**src/rtl/link_tx_pkg.sv**
```systemverilog
package link_tx_pkg;
    localparam int SYM_W = 8;

    localparam logic [SYM_W-1:0] CODE_IDLE = 8'hBC;
    localparam logic [SYM_W-1:0] CODE_MARK = 8'h3C;
    localparam logic [SYM_W-1:0] CODE_SOF  = 8'hFB;
    localparam logic [SYM_W-1:0] CODE_EOF  = 8'hFD;

    typedef struct packed {
        logic             k;
        logic [SYM_W-1:0] d;
    } sym_t;

    typedef enum logic [1:0] {
        FR_IDLE,
        FR_LEN,
        FR_PAY,
        FR_END
    } fr_state_t;
endpackage

```
**src/rtl/hp_slot.sv**
```systemverilog
module hp_slot
    import link_tx_pkg::*;
#(
    parameter int W = SYM_W
) (
    input  logic         clk,
    input  logic         rst_n,
    input  logic         hp_valid,
    input  logic [W-1:0] hp_data,
    output logic         pend,
    output logic [W-1:0] pend_data,
    output logic         busy
);
    // Holds the payload byte of an urgent pair for its second slot.
    always_ff @(posedge clk or negedge rst_n) begin
        if (!rst_n) begin
            pend      <= 1'b0;
            pend_data <= '0;
        end else begin
            pend <= hp_valid;
            if (hp_valid) pend_data <= hp_data;
        end
    end

    always_comb begin
        busy = hp_valid | pend;
    end
endmodule

```
**src/rtl/lp_framer.sv**
```systemverilog
module lp_framer
    import link_tx_pkg::*;
#(
    parameter int W = SYM_W,
    parameter logic [W-1:0] SOF_CODE = CODE_SOF,
    parameter logic [W-1:0] EOF_CODE = CODE_EOF
) (
    input  logic         clk,
    input  logic         rst_n,
    input  logic         own_slot,
    input  logic         lp_req,
    input  logic [W-1:0] lp_len,
    input  logic [W-1:0] lp_data,
    output logic         lp_ack,
    output logic         lp_take,
    output logic         emit,
    output logic         sym_k,
    output logic [W-1:0] sym_d
);
    fr_state_t    st, st_nxt;
    logic [W-1:0] len_q;
    logic [W-1:0] rem_q;

    // state register
    always_ff @(posedge clk or negedge rst_n) begin
        if (!rst_n) begin
            st    <= FR_IDLE;
            len_q <= '0;
            rem_q <= '0;
        end else begin
            st <= st_nxt;
            if (lp_ack) len_q <= lp_len;
            if (own_slot && st == FR_LEN) rem_q <= len_q;
            else if (lp_take) rem_q <= rem_q - 1'b1;
        end
    end

    // next state
    always_comb begin
        st_nxt = st;
        unique case (st)
            FR_IDLE: if (own_slot && lp_req) st_nxt = FR_LEN;
            FR_LEN:  if (own_slot) st_nxt = (len_q == '0) ? FR_END : FR_PAY;
            FR_PAY:  if (own_slot && rem_q == W'(1)) st_nxt = FR_END;
            FR_END:  if (own_slot) st_nxt = FR_IDLE;
            default: st_nxt = FR_IDLE;
        endcase
    end

    // outputs
    always_comb begin
        lp_ack  = 1'b0;
        lp_take = 1'b0;
        emit    = 1'b0;
        sym_k   = 1'b1;
        sym_d   = SOF_CODE;
        unique case (st)
            FR_IDLE: begin
                emit   = own_slot && lp_req;
                lp_ack = own_slot && lp_req;
            end
            FR_LEN: begin
                emit  = own_slot;
                sym_k = 1'b0;
                sym_d = len_q;
            end
            FR_PAY: begin
                emit    = own_slot;
                lp_take = own_slot;
                sym_k   = 1'b0;
                sym_d   = lp_data;
            end
            FR_END: begin
                emit  = own_slot;
                sym_d = EOF_CODE;
            end
            default: emit = 1'b0;
        endcase
    end
endmodule

```
**src/rtl/sym_out.sv**
```systemverilog
module sym_out
    import link_tx_pkg::*;
#(
    parameter int W = SYM_W,
    parameter logic [W-1:0] IDLE_CODE = CODE_IDLE,
    parameter logic [W-1:0] MARK_CODE = CODE_MARK
) (
    input  logic         clk,
    input  logic         rst_n,
    input  logic         hp_valid,
    input  logic         pend,
    input  logic [W-1:0] pend_data,
    input  logic         lp_emit,
    input  logic         lp_k,
    input  logic [W-1:0] lp_d,
    output logic         tx_k,
    output logic [W-1:0] tx_sym
);
    logic         k_nxt;
    logic [W-1:0] d_nxt;

    // priority: marker, urgent payload, bulk symbol, idle
    always_comb begin
        if (hp_valid) begin
            k_nxt = 1'b1;
            d_nxt = MARK_CODE;
        end else if (pend) begin
            k_nxt = 1'b0;
            d_nxt = pend_data;
        end else if (lp_emit) begin
            k_nxt = lp_k;
            d_nxt = lp_d;
        end else begin
            k_nxt = 1'b1;
            d_nxt = IDLE_CODE;
        end
    end

    always_ff @(posedge clk or negedge rst_n) begin
        if (!rst_n) begin
            tx_k   <= 1'b1;
            tx_sym <= IDLE_CODE;
        end else begin
            tx_k   <= k_nxt;
            tx_sym <= d_nxt;
        end
    end
endmodule

```
**src/rtl/link_tx_framer.sv**
```systemverilog
module link_tx_framer
    import link_tx_pkg::*;
#(
    parameter int W = SYM_W,
    parameter logic [W-1:0] IDLE_CODE = CODE_IDLE,
    parameter logic [W-1:0] MARK_CODE = CODE_MARK,
    parameter logic [W-1:0] SOF_CODE  = CODE_SOF,
    parameter logic [W-1:0] EOF_CODE  = CODE_EOF
) (
    input  logic         clk,
    input  logic         rst_n,
    input  logic         hp_valid,
    input  logic [W-1:0] hp_data,
    input  logic         lp_req,
    input  logic [W-1:0] lp_len,
    input  logic [W-1:0] lp_data,
    input  logic         rx_ready,
    output logic         lp_ack,
    output logic         lp_take,
    output logic [W-1:0] tx_sym,
    output logic         tx_k
);
    logic         pend;
    logic [W-1:0] pend_data;
    logic         hp_busy;
    logic         own_slot;
    logic         lp_emit;
    logic         lp_k;
    logic [W-1:0] lp_d;

    hp_slot #(.W(W)) u_hp (
        .clk       (clk),
        .rst_n     (rst_n),
        .hp_valid  (hp_valid),
        .hp_data   (hp_data),
        .pend      (pend),
        .pend_data (pend_data),
        .busy      (hp_busy)
    );

    always_comb begin
        own_slot = rx_ready && !hp_busy;
    end

    lp_framer #(.W(W), .SOF_CODE(SOF_CODE), .EOF_CODE(EOF_CODE)) u_fr (
        .clk      (clk),
        .rst_n    (rst_n),
        .own_slot (own_slot),
        .lp_req   (lp_req),
        .lp_len   (lp_len),
        .lp_data  (lp_data),
        .lp_ack   (lp_ack),
        .lp_take  (lp_take),
        .emit     (lp_emit),
        .sym_k    (lp_k),
        .sym_d    (lp_d)
    );

    sym_out #(.W(W), .IDLE_CODE(IDLE_CODE), .MARK_CODE(MARK_CODE)) u_out (
        .clk       (clk),
        .rst_n     (rst_n),
        .hp_valid  (hp_valid),
        .pend      (pend),
        .pend_data (pend_data),
        .lp_emit   (lp_emit),
        .lp_k      (lp_k),
        .lp_d      (lp_d),
        .tx_k      (tx_k),
        .tx_sym    (tx_sym)
    );
endmodule

```
**config.mk**
```make
export PLATFORM = sky130hd
export DESIGN_NAME = link_tx_framer
export DESIGN_NICKNAME = d
export VERILOG_FILES = /design/src/rtl/link_tx_pkg.sv /design/src/rtl/hp_slot.sv /design/src/rtl/lp_framer.sv /design/src/rtl/sym_out.sv /design/src/rtl/link_tx_framer.sv
export SDC_FILE = /design/constraint.sdc
export NUM_CORES = 1
export LEC_CHECK = 0
export BUFFER_PORTS_ARGS = -buffer_cell sky130_fd_sc_hd__buf_2
export CORE_UTILIZATION = 50
export DETAILED_ROUTE_END_ITERATION = 16
export GPL_TIMING_DRIVEN = 0
export PLACE_DENSITY = 0.74
export SYNTH_ARGS = -nofsm -noshare
export SYNTH_HDL_FRONTEND = slang
export SYNTH_SLANG_ARGS = --single-unit
```
**constraint.sdc**
```tcl
create_clock -name clk -period 3.13 [get_ports clk]
set_input_delay 0.4695 -clock clk [delete_from_list [all_inputs] [get_ports clk]]
set_output_delay 0.4695 -clock clk [all_outputs]
set_load 0.05 [all_outputs]
```
==> reports/qor.txt <==
Syn. warnings = 0
synthesis-stage register bit count = 36
routed vias/inst = 5.72
max_slew headroom = 0.489
slowest stage delay, CP = 420 ps
Syn Area/Cell = 11.1 µm²
Synth top area share = 0.405
vias in the first global route = 1434
post-cts gate resize count = 0
Most used DFF post-synth = dfrtp_1
Max Fanout on Critical Path = 10
final hold violations = 0
RSZ-0062 raised after global routing = false
Antenna diodes = 0
Area contributors post-synth = dfrtp_1 (40%), mux2_2 (10%), dfstp_2 (8.5%), ha_1 (4.7%), a22o_1 (3.8%)
initial antenna violation count = 0
Die Y = 62.9 µm
area grow syn2layout = 19.4%
Final min period = 2530 ps
Setup crit end kind = output port
Non-Filler Instances = 260
largest net degree at the start of global routing = 37
final setup TNS = 0 ps
Min Hold Slack = 255 ps
clk_lat worst skew = 290 ps
Final Cycle Share = 0.808
Peak VDD IR = 413 µV
clk root buf = clkbuf_8
Buf/Inv on CP = 3
PwrDens = 821 nW/µm²
DRC errors left = 0
Post-synth EDFFs = 0
crit path kind = reg -> out
Netlist cell types = 41
Ports = 40
Commonest cells post-synth = dfrtp_1 (30), mux2_2 (17), nand2_1 (13), nor2_1 (9), o21ai_0 (9)
Worst Skew = 3.28 ps
Arr. time, crit path = 2060 ps
Levels on crit path = 5
total overflow reported by the global router = 0
Post-CTS Setup Bufs = 0
ys async rst share = 1.00
Num CTS Buffers = 5
gr usage total = 0.226
number of cells after detailed placement = 252
Core Area = 3440 µm²
crit-path cells = inv_1, ha_1, clkbuf_1, and2_1, buf_2
WL/cell = 15.8 µm
Post-CTS Hold Fix Bufs = 0
Routed Antenna Nets = 0
CTS tree = done
post-synth net total = 203
Leakage = 1.02 nW
area leader, netlist = dfrtp_1
clock-pin slew on the worst setup and hold paths = 70 ps
R2R cell count = 6
max-slew violations = 0
I/O Buffers = 39
Top Family by Delay on Critical Path = buffers and inverters
CTS sink cnt = 36
Worst EP required = 2660 ps
Rows = 21
synthesized instance count = 167
via count = 1487
MaxCap Viol Count = 0
Initial Utilization = 0.539
most frequent cell after synthesis = dfrtp_1
post-DP HPWL = 3070 µm
Die Wd = 62.9 µm
slowest CP cell = dfrtp_1
post-layout util = 0.643
worst hold path type = in -> async
1st-iter DRT viols = 58
status = complete, no violations
Slew @ Worst Pin = 767 ps
Max Fclk = 395 MHz
Final nets = 249
clk buf depth = 2
Cell Area, Synth = 1850 µm²
DRT Pass-1 Iters = 4
final WL = 4100 µm
global placer's final weighted congestion = 0.890
Startpoint Class = flop
die area = 3960 µm²
CTS H-tree depth = 2
sequential-to-total area share from yosys stat = 0.490
final setup fails = 0
Power Total = 1.82 mW
first-pass GRT wire length = 6890 µm
layout cells sized above 1 = 0.360
-- routing by layer --
layer / global-route usage / part of all wire / up-vias
met4: 0.0610 / 0.0098 / 0
met5: 0 / 0 / -
met3: 0.0529 / 0.058 / 6
li1: - / - / 700
met2: 0.370 / 0.48 / 53
met1: 0.299 / 0.45 / 728
-- cell families after synthesis --
kind of cell,count (synthesis),share of synthesized area
AND/OR/NAND/NOR,47,0.140
flip-flops,36,0.490
AO/OA/AOI/OAI,41,0.168
buffers and inverters,17,0.0398
multiplexers,19,0.115
adder cells (fa/ha/maj),7,0.0472
-- path summary, 6_finish.rpt --
| kind | to | slack [ps] | start |
|---|---|---|---|
| worst max-delay path | lp_take | 600 | u_fr.st[0] |
| worst min-delay path | u_fr.rem_q[3] | 260 | rst_n |
| worst max register to register | u_fr.rem_q[5] | 1050 | u_fr.st[0] |
| worst min register to register | u_hp.pend_data[7] | 520 | u_hp.pend_data[7] |
| max in group asynchronous | u_hp.pend_data[2] | 2390 | rst_n |
| min in group clk | u_hp.pend | 310 | hp_valid |
-- flip-flops by register name, summed over array words and instances (netlist names) --
signal,flops
u_out.tx_sym,8
u_out.tx_k,1
u_hp.pend_data,8
u_fr.st,2
u_fr.len_q,8
u_hp.pend,1
u_fr.rem_q,8
-- worst reg2reg max path, cell delays in order (launching register included) --
cell     delay, ps
dfrtp_1        420
inv_1          180
ha_1           320
or3b_2         510
nor4_1         180
o21ai_0        120
a22o_1         250
-- through the flow --
stage	cell area [µm²]	setup slack, ps
final	2210	601
after global routing	2210	503
after CTS	2210	641
after detailed placement	2110	730
after global placement	2110	746
after floorplan	1850	1000
-- power by group --
group	internal [mW]	total [mW]	switching [mW]
Combinational	0.299	0.694	0.395
Clock	0.236	0.395	0.158
Sequential	0.595	0.730	0.135
-- layout by cell type (no fill, tap or decap), types with 2 or more instances in the layout --
master / n
a221o_1: 2
inv_1: 7
o21bai_1: 3
a221oi_1: 5
nand2_1: 13
nor4b_1: 2
clkbuf_1: 7
dfstp_2: 6
a22oi_1: 3
dfrtp_1: 30
mux2_1: 2
o31ai_1: 2
nor2_1: 9
buf_2: 41
a21oi_1: 2
o41ai_1: 2
mux2_2: 17
nor2b_1: 5
nor3_1: 3
nand3_1: 3
a22o_1: 8
clkbuf_8: 5
ha_1: 7
o21ai_0: 9
nor4_1: 2
-- layout make-up --
type	instances	area (µm²)
plain buffers	10	47.5
clock buffers	6	72.6
clock inverters	2	35.0
fillers	283	1230
inverters	7	26.3
multi-input cells	114	872
flip-flops and latches	36	908
well taps	46	57.6
repair buffers	39	195
No activity file was read; power rests on OpenSTA's default activity.
